[src/rtl/edo_pkg.sv]
package edo_pkg;

  typedef struct packed {
    logic ras_n;
    logic cas_n;
    logic we_n;
    logic oe_n;
  } strobe_t;

  typedef struct packed {
    logic ras_fall;
    logic cas_fall;
    logic we_fall;
    logic oe_chg;
    logic idle_now;
    logic idle_prev;
  } edges_t;

endpackage

[src/rtl/edo_strobe_sampler.sv]
module edo_strobe_sampler
  import edo_pkg::*;
(
  input  logic    clk,
  input  logic    rst_n,
  input  strobe_t now_s,
  output edges_t  edg
);

  strobe_t prev_q;
  strobe_t prev_d;

  always_comb begin
    prev_d = now_s;
  end

  always_ff @(posedge clk or negedge rst_n) begin
    if (!rst_n) begin
      prev_q <= '1;
    end else begin
      prev_q <= prev_d;
    end
  end

  always_comb begin
    edg.ras_fall  = prev_q.ras_n & ~now_s.ras_n;
    edg.cas_fall  = prev_q.cas_n & ~now_s.cas_n;
    edg.we_fall   = prev_q.we_n  & ~now_s.we_n;
    edg.oe_chg    = prev_q.oe_n  ^  now_s.oe_n;
    edg.idle_now  = now_s.ras_n  &  now_s.cas_n;
    edg.idle_prev = prev_q.ras_n &  prev_q.cas_n;
  end

endmodule

[src/rtl/edo_off_timer.sv]
module edo_off_timer #(
  parameter int TOFF_CYC = 3
) (
  input  logic clk,
  input  logic rst_n,
  input  logic idle_now,
  input  logic idle_prev,
  output logic expire
);

  localparam int CW = (TOFF_CYC < 1) ? 1 : $clog2(TOFF_CYC + 1);
  localparam logic [CW-1:0] LIMIT = CW'(TOFF_CYC);

  logic [CW-1:0] cnt_q;
  logic [CW-1:0] cnt_d;

  always_comb begin
    cnt_d = '0;
    if (idle_now && idle_prev) begin
      cnt_d = (cnt_q == LIMIT) ? LIMIT : cnt_q + 1'b1;
    end
    expire = idle_now && (cnt_d == LIMIT);
  end

  always_ff @(posedge clk or negedge rst_n) begin
    if (!rst_n) begin
      cnt_q <= '0;
    end else begin
      cnt_q <= cnt_d;
    end
  end

endmodule

[src/rtl/edo_test_mem.sv]
module edo_test_mem #(
  parameter int DATA_W = 8,
  parameter int AW     = 4
) (
  input  logic              clk,
  input  logic              wr_en,
  input  logic [AW-1:0]     waddr,
  input  logic [DATA_W-1:0] wdata,
  input  logic [AW-1:0]     raddr,
  output logic [DATA_W-1:0] rdata
);

  localparam int DEPTH = 1 << AW;

  logic [DATA_W-1:0] mem_q [DEPTH];

  always_ff @(posedge clk) begin
    if (wr_en) begin
      mem_q[waddr] <= wdata;
    end
  end

  always_comb begin
    rdata = mem_q[raddr];
  end

endmodule

[src/rtl/edo_dq_ctrl.sv]
module edo_dq_ctrl
  import edo_pkg::*;
#(
  parameter int DATA_W   = 8,
  parameter int ROW_W    = 2,
  parameter int COL_W    = 2,
  parameter int TOFF_CYC = 3,
  localparam int ADDR_W  = (ROW_W > COL_W) ? ROW_W : COL_W,
  localparam int MEM_AW  = ROW_W + COL_W
) (
  input  logic              clk,
  input  logic              rst_n,
  input  logic              ras_n,
  input  logic              cas_n,
  input  logic              we_n,
  input  logic              oe_n,
  input  logic [ADDR_W-1:0] addr,
  input  logic [DATA_W-1:0] din,
  output logic              dq_oe,
  output logic [DATA_W-1:0] dq_out,
  output logic              wr_commit
);

  strobe_t now_s;
  edges_t  edg;
  logic    expire;

  always_comb begin
    now_s.ras_n = ras_n;
    now_s.cas_n = cas_n;
    now_s.we_n  = we_n;
    now_s.oe_n  = oe_n;
  end

  edo_strobe_sampler u_samp (
    .clk   (clk),
    .rst_n (rst_n),
    .now_s (now_s),
    .edg   (edg)
  );

  edo_off_timer #(.TOFF_CYC(TOFF_CYC)) u_toff (
    .clk       (clk),
    .rst_n     (rst_n),
    .idle_now  (edg.idle_now),
    .idle_prev (edg.idle_prev),
    .expire    (expire)
  );

  logic [ROW_W-1:0]  row_q, row_d;
  logic [COL_W-1:0]  col_q, col_d;
  logic              open_q, open_d;
  logic              valid_q, valid_d;
  logic [DATA_W-1:0] data_q, data_d;
  logic              oe_q, oe_d;
  logic              commit_q, commit_d;

  logic              access, early, rd_hit, late, late_commit;
  logic              mem_we;
  logic [MEM_AW-1:0] mem_waddr, mem_raddr;
  logic [DATA_W-1:0] mem_rdata;

  always_comb begin
    access      = edg.cas_fall & ~ras_n;
    early       = access & ~we_n;
    rd_hit      = access & we_n;
    late        = open_q & ~cas_n & edg.we_fall;
    late_commit = late & oe_n;
    mem_we      = early | late_commit;
    mem_raddr   = {row_q, addr[COL_W-1:0]};
    mem_waddr   = early ? {row_q, addr[COL_W-1:0]} : {row_q, col_q};
  end

  edo_test_mem #(.DATA_W(DATA_W), .AW(MEM_AW)) u_mem (
    .clk   (clk),
    .wr_en (mem_we),
    .waddr (mem_waddr),
    .wdata (din),
    .raddr (mem_raddr),
    .rdata (mem_rdata)
  );

  // next-state decisions
  always_comb begin
    row_d    = edg.ras_fall ? addr[ROW_W-1:0] : row_q;
    col_d    = access ? addr[COL_W-1:0] : col_q;
    open_d   = access ? 1'b1 : (cas_n ? 1'b0 : open_q);
    data_d   = rd_hit ? mem_rdata : data_q;
    commit_d = mem_we;

    valid_d = valid_q;
    if (access) begin
      valid_d = we_n;
    end else begin
      if (late_commit) begin
        valid_d = 1'b0;
      end
      if (cas_n && (edg.oe_chg || edg.we_fall)) begin
        valid_d = 1'b0;
      end
      if (expire) begin
        valid_d = 1'b0;
      end
    end
    oe_d = valid_d & ~oe_n;
  end

  always_ff @(posedge clk or negedge rst_n) begin
    if (!rst_n) begin
      row_q    <= '0;
      col_q    <= '0;
      open_q   <= 1'b0;
      valid_q  <= 1'b0;
      data_q   <= '0;
      oe_q     <= 1'b0;
      commit_q <= 1'b0;
    end else begin
      row_q    <= row_d;
      col_q    <= col_d;
      open_q   <= open_d;
      valid_q  <= valid_d;
      oe_q     <= oe_d;
      commit_q <= commit_d;
      if (rd_hit) begin
        data_q <= data_d;
      end
    end
  end

  assign dq_oe     = oe_q;
  assign dq_out    = data_q;
  assign wr_commit = commit_q;

endmodule

[config.mk]
export PLATFORM = sky130hd
export DESIGN_NAME = edo_dq_ctrl
export DESIGN_NICKNAME = d
export VERILOG_FILES = /design/src/rtl/edo_pkg.sv /design/src/rtl/edo_strobe_sampler.sv /design/src/rtl/edo_off_timer.sv /design/src/rtl/edo_test_mem.sv /design/src/rtl/edo_dq_ctrl.sv
export SDC_FILE = /design/constraint.sdc
export NUM_CORES = 1
export LEC_CHECK = 0
export BUFFER_PORTS_ARGS = -buffer_cell sky130_fd_sc_hd__buf_2
export CAP_MARGIN = 20
export CORE_AREA = 2 2 108 110
export DETAILED_ROUTE_END_ITERATION = 6
export DIE_AREA = 0 0 110 112
export PLACE_DENSITY = 0.7
export SLEW_MARGIN = 20
export SYNTH_ARGS = -nofsm -noshare
export SYNTH_HDL_FRONTEND = slang
export SYNTH_SLANG_ARGS = --single-unit
[constraint.sdc]
create_clock -name clk -period 4.25 [get_ports clk]
set_clock_uncertainty 0.2 [all_clocks]
set_input_delay 0.2125 -clock clk [delete_from_list [all_inputs] [get_ports clk]]
set_output_delay 0.2125 -clock clk [all_outputs]
set_load 0.05 [all_outputs]
==> impl_metrics.prom <==
# TYPE chip_impl_metric gauge
chip_impl_info{name="setup.worst_path.end_class",value="flop"} 1
chip_impl_info{name="path_cells",value="dlygate4sd3_1 > buf_2 > nor4b_4 > o21bai_4 > or3b_4 > nor2_1"} 1
chip_impl_metric{name="htree_num_levels",unit=""} 4
chip_impl_metric{name="p_leak",unit="nW"} 2.30
chip_impl_metric{name="synthToLayoutAreaGrowth",unit="%"} 15.2
chip_impl_metric{name="drv.max_cap_violation_count",unit=""} 0
chip_impl_metric{name="drive_gt1_share",unit="%"} 27.2
chip_impl_metric{name="placement.io_buffers",unit=""} 25
chip_impl_info{name="path_class",value="input port to flop"} 1
chip_impl_info{name="cts_root_buffer",value="sky130_fd_sc_hd__clkbuf_16"} 1
chip_impl_metric{name="synth_enable_flop_cells",unit=""} 128
chip_impl_metric{name="globalplace.congestion",unit=""} 0.811
chip_impl_metric{name="first_pass_iteration_count_of_the_detailed_router",unit=""} 5
chip_impl_metric{name="max_root_sink_buffers",unit=""} 2
chip_impl_metric{name="num_vias",unit=""} 2953
chip_impl_metric{name="tns",unit="ns"} 0
chip_impl_metric{name="remaining_drc_errors",unit=""} 0
chip_impl_metric{name="worst_ir_drop_vdd",unit="V"} 0.000257
chip_impl_metric{name="grt_max_degree",unit=""} 26
chip_impl_metric{name="seq_cells_post_synth",unit=""} 150
chip_impl_info{name="tritoncts",value="done"} 1
chip_impl_info{name="timing.hold.worst.class",value="input port to flop"} 1
chip_impl_metric{name="global_route.usage.total",unit="%"} 20.7
chip_impl_metric{name="layout_setup_ws",unit="ns"} 1.32
chip_impl_metric{name="synth.lib_cells_used.distinct",unit=""} 34
chip_impl_metric{name="worst_path_largest_cell_delay",unit="ns"} 0.64
chip_impl_metric{name="tightest_slew",unit="ns"} 0.929
chip_impl_info{name="timing.critical_path.max_delay_family",value="simple AND/OR/NAND/NOR gates"} 1
chip_impl_metric{name="endpoints_failing_setup",unit=""} 0
chip_impl_metric{name="chipHeight",unit="um"} 112
chip_impl_metric{name="count_of_final_hold_check_violations",unit=""} 0
chip_impl_metric{name="antenna_cells",unit=""} 0
chip_impl_metric{name="overall_power",unit="mW"} 3.40
chip_impl_metric{name="grt_pass1_wl",unit="um"} 17700
chip_impl_metric{name="crit_buf_inv",unit=""} 2
chip_impl_metric{name="max-slew-margin-rel",unit="%"} 38.1
chip_impl_info{name="run_status",value="finished, final reports clean"} 1
chip_impl_metric{name="tritoncts_num_sinks",unit=""} 150
chip_impl_metric{name="initial_utilization",unit="%"} 52.2
chip_impl_metric{name="layout.filler_cells",unit=""} 795
chip_impl_metric{name="syn-mean-instance-area",unit="um^2"} 19.2
chip_impl_metric{name="synthesis.nets",unit=""} 320
chip_impl_metric{name="pre_cts_setup_slack",unit="ns"} 1.33
chip_impl_info{name="synthFlopType",value="sky130_fd_sc_hd__edfxtp_1"} 1
chip_impl_metric{name="worst-endpoint-arrival",unit="ns"} 2.77
chip_impl_metric{name="final.hold.worst_slack",unit="ns"} 0.00912
chip_impl_metric{name="dpl_cell_area",unit="um^2"} 6060
chip_impl_metric{name="synth_area",unit="um^2"} 5840
chip_impl_metric{name="drt_first_iter_violations",unit=""} 312
chip_impl_metric{name="min_period_over_period",unit="%"} 68.9
chip_impl_metric{name="dieArea",unit="um^2"} 12300
chip_impl_metric{name="fp.coreArea",unit="um^2"} 11200
chip_impl_metric{name="cp.required",unit="ns"} 4.09
chip_impl_metric{name="synth.yosys.warnings",unit=""} 0
chip_impl_metric{name="top_fanout_value_on_the_critical_path",unit=""} 10
chip_impl_metric{name="worst_skew_pair.late_latency",unit="ns"} 0.41
chip_impl_metric{name="grt_pass1_vias",unit=""} 3076
chip_impl_metric{name="number_of_nets_in_the_finished_design",unit=""} 360
chip_impl_metric{name="number_of_placed_i_o_pins",unit=""} 26
chip_impl_metric{name="cts-buffers-inserted",unit=""} 17
chip_impl_metric{name="overflow",unit=""} 0
chip_impl_metric{name="final_cell_area",unit="um^2"} 6720
chip_impl_metric{name="post_drt_via_cell_ratio",unit=""} 5.91
chip_impl_metric{name="die_x",unit="um"} 110
chip_impl_metric{name="synth.yosys.seq_area_share",unit="%"} 75.4
chip_impl_metric{name="cts.clk_slew.worst_paths",unit="ns"} 0.06
chip_impl_metric{name="drt-wirelength-per-cell",unit="um"} 23.3
chip_impl_metric{name="route.final.wire_length",unit="um"} 11700
chip_impl_info{name="critPathSlowestCell",value="sky130_fd_sc_hd__nor2_1"} 1
chip_impl_info{name="rsz0062_at_grt",value="false"} 1
chip_impl_info{name="start_kind",value="input port"} 1
chip_impl_metric{name="ys_async_sr_fraction",unit="%"} 14.7
chip_impl_metric{name="post_cts.repair.setup_buffers",unit=""} 0
chip_impl_metric{name="finalCriticalPeriod",unit="ns"} 2.93
chip_impl_metric{name="final_antenna_net_count",unit=""} 0
chip_impl_metric{name="timing.final.max_slew_violations",unit=""} 0
chip_impl_metric{name="powerDensity",unit="nW/um^2"} 505
chip_impl_metric{name="timing.fmax",unit="MHz"} 341
chip_impl_metric{name="post-dp-hpwl",unit="um"} 7490
chip_impl_metric{name="grt_antenna_before_repair",unit=""} 0
chip_impl_metric{name="rows",unit=""} 39
chip_impl_metric{name="post_synth_inst_count",unit=""} 304
## worst paths after layout
check	end	slack [ns]	startpoint	depth (start not counted)
max	u_mem.mem_q[0][5]	1.32	cas_n	6
min	u_mem.mem_q[5][2]	0.009	din[2]	1
max reg2reg	u_mem.mem_q[0][5]	1.35	u_samp.prev_q[2]	4
min reg2reg	u_toff.cnt_q[0]	0.25	u_toff.cnt_q[0]	1
max in group asynchronous	u_samp.prev_q[0]	3.40	rst_n	2
min in group asynchronous	open_q	0.09	rst_n	2
## Yosys cell counts, drive strengths merged, types with 2 or more instances
cell type | n | area share (%)
edfxtp | 128 | 66
mux4 | 32 | 12
nand2 | 28 | 1.8
nor2 | 23 | 1.5
dfrtp | 18 | 7.7
buf | 10 | 1.2
a221o | 6 | 1.0
a22o | 6 | 0.90
o21ai | 6 | 0.51
clkbuf | 5 | 0.39
a31oi | 4 | 0.43
dfstp | 4 | 1.8
inv | 4 | 0.26
a21oi | 3 | 0.26
nand3 | 3 | 0.26
nor3 | 3 | 0.26
nor3b | 3 | 0.39
a22oi | 2 | 0.26
mux2 | 2 | 0.39
nand3b | 2 | 0.26
o211ai | 2 | 0.26
## state kept, by name, summed over array words and instances (netlist names)
register       cells
open_q             1
row_q              2
u_mem.mem_q      128
wr_commit          1
valid_q            1
u_samp.prev_q      4
u_toff.cnt_q       2
col_q              2
dq_oe              1
dq_out             8
## cell families (layout without fill, tap and decap cells)
group                  after synthesis  after routing  synth area share, %
AO/OA/AOI/OAI                       31             31                 4.12
multiplexers                        34             34                 12.7
XOR/XNOR                             1              1                0.150
AND/OR/NAND/NOR                     69             69                 5.77
flip-flops                         150            150                 75.4
buffers and inverters               19             72                 1.86
## report_power, final
group	internal, mW	switching, mW	leakage, nW	total (mW)
Combinational	0.115	0.196	0.585	0.310
Clock	0.863	0.544	0.287	1.41
Sequential	1.64	0.0432	1.43	1.68
## repair_timing
action / CTS / global route
endpoints found under the hold margin: 55 / 0
gates resized for setup: 0 / 0
hold buffers: 9 / 0
## cell type report
type                    count  area [um^2]  area share (%)
repair buffers             36          230            3.43
inverters                   4         15.0           0.223
well taps                 143          179            2.66
multi-input cells         135         1330            19.8
clock buffers              25          529            7.87
flip-flops and latches    150         4400            65.5
clock inverters             7         40.0           0.596
## metal layers
| layer | wire (um) | part of all wire (%) | vias to the layer above | global-route usage (%) |
|---|---|---|---|---|
| li1 | - | - | 1310 | - |
| met1 | 4910 | 42 | 1500 | 29.2 |
| met2 | 5660 | 49 | 129 | 30.6 |
| met3 | 887 | 7.6 | 14 | 6.44 |
| met4 | 204 | 1.7 | 0 | 8.10 |
| met5 | 0 | 0 | - | 0 |
## through the flow
stage / instances / utilization [%]
after floorplan: 304 / -
after global placement: 459 / 54.2
after detailed placement: 459 / 54.2
after CTS: 500 / 60.2
after global routing: 500 / 60.2
final: 500 / 60.2
## cell usage in the layout (no fill, tap or decap), types with 4 or more instances in the layout
cell,synthesis,routed
sky130_fd_sc_hd__nand2_1,28,28
sky130_fd_sc_hd__clkinv_2,0,5
sky130_fd_sc_hd__clkbuf_1,4,4
sky130_fd_sc_hd__clkbuf_16,0,20
sky130_fd_sc_hd__dlygate4sd3_1,0,9
sky130_fd_sc_hd__buf_2,6,25
sky130_fd_sc_hd__dfstp_2,4,4
sky130_fd_sc_hd__o21ai_0,6,6
sky130_fd_sc_hd__nor2_1,23,23
sky130_fd_sc_hd__dfrtp_1,18,18
sky130_fd_sc_hd__mux4_2,32,32
sky130_fd_sc_hd__edfxtp_1,128,128
sky130_fd_sc_hd__inv_1,4,4
sky130_fd_sc_hd__a221o_1,6,6
sky130_fd_sc_hd__a22o_1,6,6
sky130_fd_sc_hd__a31oi_1,4,4
(Power assumes the default switching activity.)
